File: config.mk
export PLATFORM = sky130hd
export DESIGN_NAME = legacy_page_alias
export DESIGN_NICKNAME = d
export VERILOG_FILES = /design/src/rtl/lpa_pkg.sv /design/src/rtl/lpa_alias_codec.sv /design/src/rtl/lpa_port_regs.sv /design/src/rtl/lpa_mmu_upper.sv /design/src/rtl/legacy_page_alias.sv
export SDC_FILE = /design/constraint.sdc
export NUM_CORES = 1
export LEC_CHECK = 0
export ABC_CLOCK_PERIOD_IN_PS = 3500
export BUFFER_PORTS_ARGS = -buffer_cell sky130_fd_sc_hd__buf_2
export CORE_UTILIZATION = 42
export DETAILED_ROUTE_END_ITERATION = 8
export PLACE_DENSITY = 0.87
export RECOVER_POWER = 100
export SLEW_MARGIN = 20
export SYNTH_ARGS = -nofsm -noshare
export SYNTH_HDL_FRONTEND = slang
export SYNTH_HIERARCHICAL = 1
export SYNTH_SLANG_ARGS = --single-unit
File: constraint.sdc
create_clock -name clk -period 3.5 [get_ports clk]
set_input_delay 0.35 -clock clk [delete_from_list [all_inputs] [get_ports clk]]
set_output_delay 0.35 -clock clk [all_outputs]
set_load 0.005 [all_outputs]
File: src/rtl/lpa_pkg.sv
package lpa_pkg;

  // Paging state, held as the legacy port fields.
  typedef struct packed {
    logic       ext_b0;    // extended-bank port bit 0
    logic [2:0] bank_lo;   // bank port bits 2:0
    logic       bank_rom;  // bank port bit 4
    logic       mode_en;   // special-mode port bit 0
    logic       mode_b1;   // special-mode port bit 1
    logic       mode_b2;   // special-mode port bit 2
  } page_state_t;

  function automatic logic [3:0] bank_of(page_state_t s);
    return {s.ext_b0, s.bank_lo};
  endfunction

  function automatic logic [7:0] alias_encode(page_state_t s);
    logic low;
    low = s.mode_en ? s.mode_b1 : s.bank_rom;
    return {s.ext_b0, s.bank_lo, 1'b1, s.mode_en, s.mode_b2, low};
  endfunction

  // Apply an alias write to a state value.
  function automatic page_state_t alias_apply(page_state_t s, logic [7:0] d);
    page_state_t n;
    n = s;
    if (d[3]) begin
      n.ext_b0  = d[7];
      n.bank_lo = d[6:4];
    end
    n.mode_en = d[2];
    n.mode_b2 = d[1];
    if (d[2]) n.mode_b1  = d[0];
    else      n.bank_rom = d[0];
    return n;
  endfunction

endpackage

File: src/rtl/lpa_alias_codec.sv
module lpa_alias_codec
  import lpa_pkg::*;
#(
  parameter int IDX_W         = 8,
  parameter int ALIAS_IDX     = 8'h8E,
  parameter int COPRO_MAX_IDX = 8'h7F
) (
  input  logic             reg_wr,
  input  logic             reg_copro,
  input  logic [IDX_W-1:0] reg_idx,
  input  page_state_t      st,
  output logic             alias_acc,
  output logic [7:0]       rdata
);
  localparam logic [IDX_W-1:0] IDX_HIT = IDX_W'(ALIAS_IDX);
  localparam logic [IDX_W-1:0] IDX_LIM = IDX_W'(COPRO_MAX_IDX);

  logic hit;
  logic copro_block;

  always_comb begin
    hit         = (reg_idx == IDX_HIT);
    copro_block = reg_copro && (reg_idx > IDX_LIM);
    alias_acc   = reg_wr && hit && !copro_block;
    rdata       = hit ? alias_encode(st) : 8'h00;
  end
endmodule

File: src/rtl/lpa_port_regs.sv
module lpa_port_regs
  import lpa_pkg::*;
(
  input  logic        clk,
  input  logic        rst_n,
  input  logic        bank_port_wr,
  input  logic        ext_port_wr,
  input  logic        mode_port_wr,
  input  logic [7:0]  port_wdata,
  input  logic        alias_acc,
  input  logic [7:0]  alias_wdata,
  output page_state_t st,
  output logic        bank_upd
);
  page_state_t nxt;

  always_comb begin
    nxt = st;
    if (bank_port_wr) begin
      nxt.bank_lo  = port_wdata[2:0];
      nxt.bank_rom = port_wdata[4];
    end
    if (ext_port_wr) nxt.ext_b0 = port_wdata[0];
    if (mode_port_wr) begin
      nxt.mode_en = port_wdata[0];
      nxt.mode_b1 = port_wdata[1];
      nxt.mode_b2 = port_wdata[2];
    end
    if (alias_acc) nxt = alias_apply(nxt, alias_wdata);
  end

  assign bank_upd = bank_port_wr | ext_port_wr | (alias_acc & alias_wdata[3]);

  always_ff @(posedge clk) begin
    if (!rst_n) st <= '0;
    else        st <= nxt;
  end
endmodule

File: src/rtl/lpa_mmu_upper.sv
module lpa_mmu_upper #(
  parameter int PAGE_W = 8
) (
  input  logic              clk,
  input  logic              rst_n,
  input  logic              bank_upd,
  input  logic [3:0]        bank,
  output logic              mmu_load,
  output logic [PAGE_W-1:0] slot6,
  output logic [PAGE_W-1:0] slot7
);
  function automatic logic [PAGE_W-1:0] page_even(logic [3:0] b);
    return PAGE_W'({b, 1'b0});
  endfunction

  always_ff @(posedge clk) begin
    if (!rst_n) begin
      mmu_load <= 1'b0;
      slot6    <= '0;
      slot7    <= PAGE_W'(1);
    end else begin
      mmu_load <= bank_upd;
      if (mmu_load) begin
        slot6 <= page_even(bank);
        slot7 <= page_even(bank) | PAGE_W'(1);
      end
    end
  end
endmodule

File: src/rtl/legacy_page_alias.sv
module legacy_page_alias
  import lpa_pkg::*;
#(
  parameter int IDX_W         = 8,
  parameter int PAGE_W        = 8,
  parameter int ALIAS_IDX     = 8'h8E,
  parameter int COPRO_MAX_IDX = 8'h7F
) (
  input  logic              clk,
  input  logic              rst_n,
  input  logic              bank_port_wr,
  input  logic              ext_port_wr,
  input  logic              mode_port_wr,
  input  logic [7:0]        port_wdata,
  input  logic              reg_wr,
  input  logic              reg_copro,
  input  logic [IDX_W-1:0]  reg_idx,
  input  logic [7:0]        reg_wdata,
  output logic [7:0]        reg_rdata,
  output logic [3:0]        ram_bank,
  output logic [1:0]        rom_sel,
  output logic              allram_en,
  output logic [1:0]        allram_cfg,
  output logic [PAGE_W-1:0] mmu_slot6,
  output logic [PAGE_W-1:0] mmu_slot7
);
  page_state_t st;
  logic        alias_acc;
  logic        bank_upd;
  logic        mmu_load;

  lpa_alias_codec #(
    .IDX_W(IDX_W), .ALIAS_IDX(ALIAS_IDX), .COPRO_MAX_IDX(COPRO_MAX_IDX)
  ) u_codec (
    .reg_wr(reg_wr), .reg_copro(reg_copro), .reg_idx(reg_idx),
    .st(st), .alias_acc(alias_acc), .rdata(reg_rdata)
  );

  lpa_port_regs u_regs (
    .clk(clk), .rst_n(rst_n),
    .bank_port_wr(bank_port_wr), .ext_port_wr(ext_port_wr),
    .mode_port_wr(mode_port_wr), .port_wdata(port_wdata),
    .alias_acc(alias_acc), .alias_wdata(reg_wdata),
    .st(st), .bank_upd(bank_upd)
  );

  lpa_mmu_upper #(.PAGE_W(PAGE_W)) u_mmu (
    .clk(clk), .rst_n(rst_n), .bank_upd(bank_upd), .bank(ram_bank),
    .mmu_load(mmu_load), .slot6(mmu_slot6), .slot7(mmu_slot7)
  );

  always_comb begin
    ram_bank   = bank_of(st);
    rom_sel    = {st.mode_b2, st.bank_rom};
    allram_en  = st.mode_en;
    allram_cfg = {st.mode_b2, st.mode_b1};
  end
endmodule

; After elaboration in Yosys (flattened, before gate mapping)
; Cells that the tools add are included.
[op_classes]
n_eq_ne = 1
n_reduce_logical = 5
muxes = 9
order_cmp = 1
bitwise = 3
[op_table]
columns = op, count
row1 = two-way mux 8 bit, 2
row2 = == test 8 bit (second input constant), 1
row3 = > comparator 8 x 7 -> 1 bit (second input constant), 1
row4 = two-way mux 4 bit, 2
row5 = two-way mux 1 bit, 4
row6 = logical AND 1 bit, 3
row7 = two-way mux 3 bit, 1
row8 = OR 1 bit, 2
row9 = nonzero test 2 bit, 1
row10 = bitwise AND 1 bit, 1
row11 = zero test 1 bit, 1
[totals]
inputBits = 31
out_inout_bits = 33
wordCells = 27
regBits = 13

; Logic depth before layout (Yosys ltp)
[depth]
depth_word = 6
mapped_depth = 7

; By module
; Netlist, hierarchy kept.
[by_module_without_submodules]
columns = mod, seq_area_each_um2, instances, area_each_um2, cells_per_inst
row1 = lpa_port_regs, 160.2, 1, 410.4, 40
row2 = lpa_mmu_upper, 100.1, 1, 280.3, 29
row3 = lpa_alias_codec, 0.0, 1, 140.1, 21
row4 = legacy_page_alias, 0.0, 1, 7.5, 1

; Worst setup path after synthesis
; No wires, ideal clock.
[synth_timing]
path_kind = in2reg
startpoint = input reg_idx[0]
endpoint = register, netlist name u_regs/st[4]
arrival_time_ns = 1.769
stages = 6
setup_slack_ns = 1.645
t_required_ns = 3.414
setup_ns = 0.086
cell_sequence = or4b_1 buf_6 a2111oi_4 buf_6 nand2_1 a211oi_1
[synth_via]
elab_chain_cells = 5
elab_cells_between_ends = 7
classes_between = order compare (1) / eq/ne (1) / mux (1) / reduce/logical (4)
[synth_lines]
columns = element, line_no
row1 = start: declaration, legacy_page_alias.sv:17  ; input logic [IDX_W-1:0] reg_idx,
row2 = > comparator 8 x 7 -> 1 bit, lpa_alias_codec.sv:23  ; copro_block = reg_copro && (reg_idx > IDX_LIM);
row3 = logical AND 1 bit, lpa_alias_codec.sv:23
row4 = zero test 1 bit, lpa_alias_codec.sv:24  ; alias_acc = reg_wr && hit && !copro_block;
row5 = logical AND 1 bit (*), lpa_alias_codec.sv:24
row6 = via alias_acc, legacy_page_alias.sv:28  ; logic alias_acc;
row7 = two-way mux 8 bit (*), lpa_port_regs.sv:29  ; if (alias_acc) nxt = alias_apply(nxt, alias_wdata);
; Mark *: on every way through the listed nets, which the timed path passes. The rest lies on a longest branch.
; A chain may end at the register's enable or synchronous reset.

; Final worst setup path
[layout_timing]
startpoint = input reg_idx[0]
endpoint = register, netlist name u_regs/st[5]
[layout_via]
elab_chain_cells = 5
elab_cells_between_ends = 7
classes_between = order compare (1) / eq/ne (1) / mux (1) / reduce/logical (4)
[layout_lines]
columns = element, line_no
row1 = > comparator 8 x 7 -> 1 bit, lpa_alias_codec.sv:23
row2 = logical AND 1 bit, lpa_alias_codec.sv:23
row3 = zero test 1 bit, lpa_alias_codec.sv:24
row4 = logical AND 1 bit (*), lpa_alias_codec.sv:24
row5 = via alias_acc, legacy_page_alias.sv:28
row6 = two-way mux 8 bit (*), lpa_port_regs.sv:29
; Marked as above.

==> results.md <==
- Reg2Reg Depth: 2
- Startpoint of the worst hold path: reg_wdata[2]
- Peak clock frequency supported by timing: slightly below 500 MHz
- Number of resized instances in the post-cts repair step: 0
- Power density over the cells: 305 nW/um^2
- Top library cells by usage in the layout, fill and taps aside: 28 x sky130_fd_sc_hd__buf_2, 24 x sky130_fd_sc_hd__clkbuf_1, 13 x sky130_fd_sc_hd__dfxtp_1
- Final WL: 1810 microns
- Net Switching: 0.0000775 W
- Final setup skew: 0.00216 ns
- Standard-cell row count: 15
- Setup crit end kind: register
- Die Ht: 46.7 microns
- Port Buffer Count: just over 50
- Skew-Pair Late Insertion Delay: 0.27 ns
- Required time at the worst-slack endpoint: 3.68 ns
- FF-to-FF End: u_regs/st[2]
- Clock Power Share: 0.294
- Portion of total power attributed to combinational logic: 0.168
- Syn Std Cell Area: around 840 sq um
- Leftover overflow at the end of global routing: 0
- First-pass GRT wire length: between 2000 and 3000 microns
- Clock slew at the register clock pins of the worst setup and hold paths: 0.08 ns
- Synth warnings: 6
- Leakage dissipation: 0.456 nW
- Pins over their slew limit: 0
- Residual DRC: 0
- Via total after detailed routing: 750
- Sequential share of power: 0.538
- Antenna violations before repair: 0
- Total of endpoints with negative setup slack in the final report: 0
- Transition at the pin with the smallest max-transition slack: roughly 0.55 ns
- # clock sinks: 13
- Max rail drop VDD: 0.209 mV
- Antenna diode instance count: 0
- Max-cap violations: 0
- Floorplan die width: 46.7 microns
- Average cell area after synthesis: 9.21 sq um
- Buffer count from post-CTS setup fixing: 0
- Hold crit path type: input pin to register
- Start-to-end type of the worst setup path: input pin to register
- Most common library cell in the layout ignoring fill and taps: sky130_fd_sc_hd__buf_2
- Netlist cell types: 20
- Internal: roughly 0.00023 W
- Number of DRC markers in iteration 0: 9
- Half-perimeter wire length of the detailed placement result: around 1500 microns
- Number of endpoints with negative hold slack in the final report: 0
- Nets: 166
- I/O Pins: 64
- Weighted congestion at the end of routability-driven global placement: 0.718
- Terminating pin of the worst hold path: u_regs/st[1]
- Outcome: finished, final reports clean
- Area overhead of the layout relative to synthesis: 19.1%
- Core area: 1800 sq um
- Root buffer selected by CTS: sky130_fd_sc_hd__clkbuf_4
- DR vias/cell: 4.72
- Reg-to-reg setup timing slack: 2.57 ns
- Arrival time of data at the critical path endpoint: 2.24 ns
- Total Die Area: about 2200 sq um
- First drt pass iteration count: 4
- Number of buffers created by CTS: 3
- Post-route setup TNS: 0 ns
- Worst setup SP type: input pin
- Post-DRT Antenna Nets: 0
- Filler instances: 183
- Clock Path Buffers: 2
- Post-DR wirelength/cell: 11.4 microns
- Share of final-layout standard cells stronger than drive strength 1: 0.239
- Via count of the first global-routing pass: 608
- Starting utilization of the core area: 0.465
- Switching share of total power: 0.255
- Fin crit share: 0.589
- Share of synthesized area occupied by flip-flops and latches: 0.310
- Setup repair after global routing missed its margin: no
- Min Clock Period, post-route: between 2 and 2.5 ns
- Rel. slew slack: 0.631
- Largest driver fanout on the critical path: 12
- Synthesized instance count: 91
- Hold Path Depth: 3
- Maximum number of pins on one net before global-route repair: 13
- GRT Total Usage: 0.174
- Hold slack final: ~0.36 ns
- CTS H-tree depth: 1
- Start of the worst register-to-register path: u_regs/st[2]
- Total of hold buffers inserted after clock tree synthesis: 0
- Flip-flop and latch count after synthesis: 13
- TritonCTS clock tree: done
-- synthesized netlist by cell type, drive strengths merged --
| library cell | count | share of area |
|---|---|---|
| nor3 | 7 | 0.042 |
| conb | 2 | 0.0090 |
| mux2 | 1 | 0.013 |
| dfxtp | 13 | 0.31 |
| nor2b | 5 | 0.037 |
| o211a | 1 | 0.012 |
| and3b | 5 | 0.052 |
| buf | 18 | 0.17 |
| a211oi | 7 | 0.063 |
| nand4b | 1 | 0.010 |
| and2 | 1 | 0.0075 |
| nand2 | 3 | 0.013 |
| nor3b | 1 | 0.0090 |
| inv | 9 | 0.040 |
| nor2 | 2 | 0.0090 |
| a2111oi | 1 | 0.033 |
| mux2i | 12 | 0.14 |
| or4b | 1 | 0.012 |
| or2b | 1 | 0.0090 |
-- cells by family (layout without fill, tap and decap cells) --
group	count (synthesis)	in the layout	share of synthesized area
multiplexers	13	13	0.157
other	2	8	0.00896
AND/OR/NAND/NOR	27	27	0.202
flip-flops	13	13	0.310
buffers and inverters	27	64	0.215
AO/OA/AOI/OAI	9	9	0.107
-- registers in the layout, indices dropped and copies added, names as in the netlist --
signal	flops
u_regs/st	8
u_mmu/slot7	4
u_mmu/mmu_load	1
-- worst max path at each step --
stage / from / endpoint / slack [ns] / cells after the start
2_1_floorplan: reg_idx[0] / u_regs/st[4] / 1.65 / 6
3_3_place_gp: reg_idx[0] / u_regs/st[6] / 1.22 / 5
3_5_place_dp: reg_idx[0] / u_regs/st[5] / 1.14 / 5
4_1_cts: reg_idx[0] / u_regs/st[5] / 1.42 / 5
5_1_grt: reg_idx[0] / u_regs/st[5] / 1.31 / 5
6_report: reg_idx[0] / u_regs/st[5] / 1.44 / 5
-- cell type report --
class | count | area [sq um] | area share
clock buffer | 4 | 26.3 | 0.0263
inverter | 9 | 33.8 | 0.0338
multi-input combinational | 57 | 420 | 0.421
sequential | 13 | 260 | 0.261
tap | 25 | 31.3 | 0.0313
timing repair buffer | 51 | 226 | 0.227
-- critical path: stages --
cell,delay [ns]
sky130_fd_sc_hd__buf_2,0.10
sky130_fd_sc_hd__or4b_1,0.70
sky130_fd_sc_hd__a2111oi_4,0.58
sky130_fd_sc_hd__nand2_1,0.25
sky130_fd_sc_hd__a211oi_1,0.27
-- metal layers --
metal / track usage / vias to the layer above / part of all wire
li1: - / 374 / -
met1: 0.188 / 342 / 0.41
met2: 0.308 / 32 / 0.52
met3: 0.0588 / 2 / 0.063
met4: 0.0686 / 0 / 0.011
met5: 0 / - / 0
-- metrics by stage --
stage	util	total power [W]	std cells	instance area (sq um)	setup slack, ns
finish	0.554	0.000304	159	998	1.44
global route	0.554	0.000326	159	998	1.31
CTS	0.570	0.000308	159	1030	1.42
detailed placement	0.556	0.000220	155	1000	1.14
global placement	0.556	0.000218	155	1000	1.22
floorplan	-	0.000202	97	861	1.65
-- power groups by stage --
| stage | combinational (W) | clock, W | sequential (W) |
|---|---|---|---|
| after floorplan | 0.0000366 | 0 | 0.000165 |
| after global placement | 0.0000516 | 0 | 0.000166 |
| after detailed placement | 0.0000532 | 0 | 0.000167 |
| after CTS | 0.0000534 | 0.0000914 | 0.000164 |
| after global routing | 0.0000575 | 0.000104 | 0.000165 |
| final | 0.0000512 | 0.0000893 | 0.000164 |
Note: power is estimated with default switching activity, not from simulation.
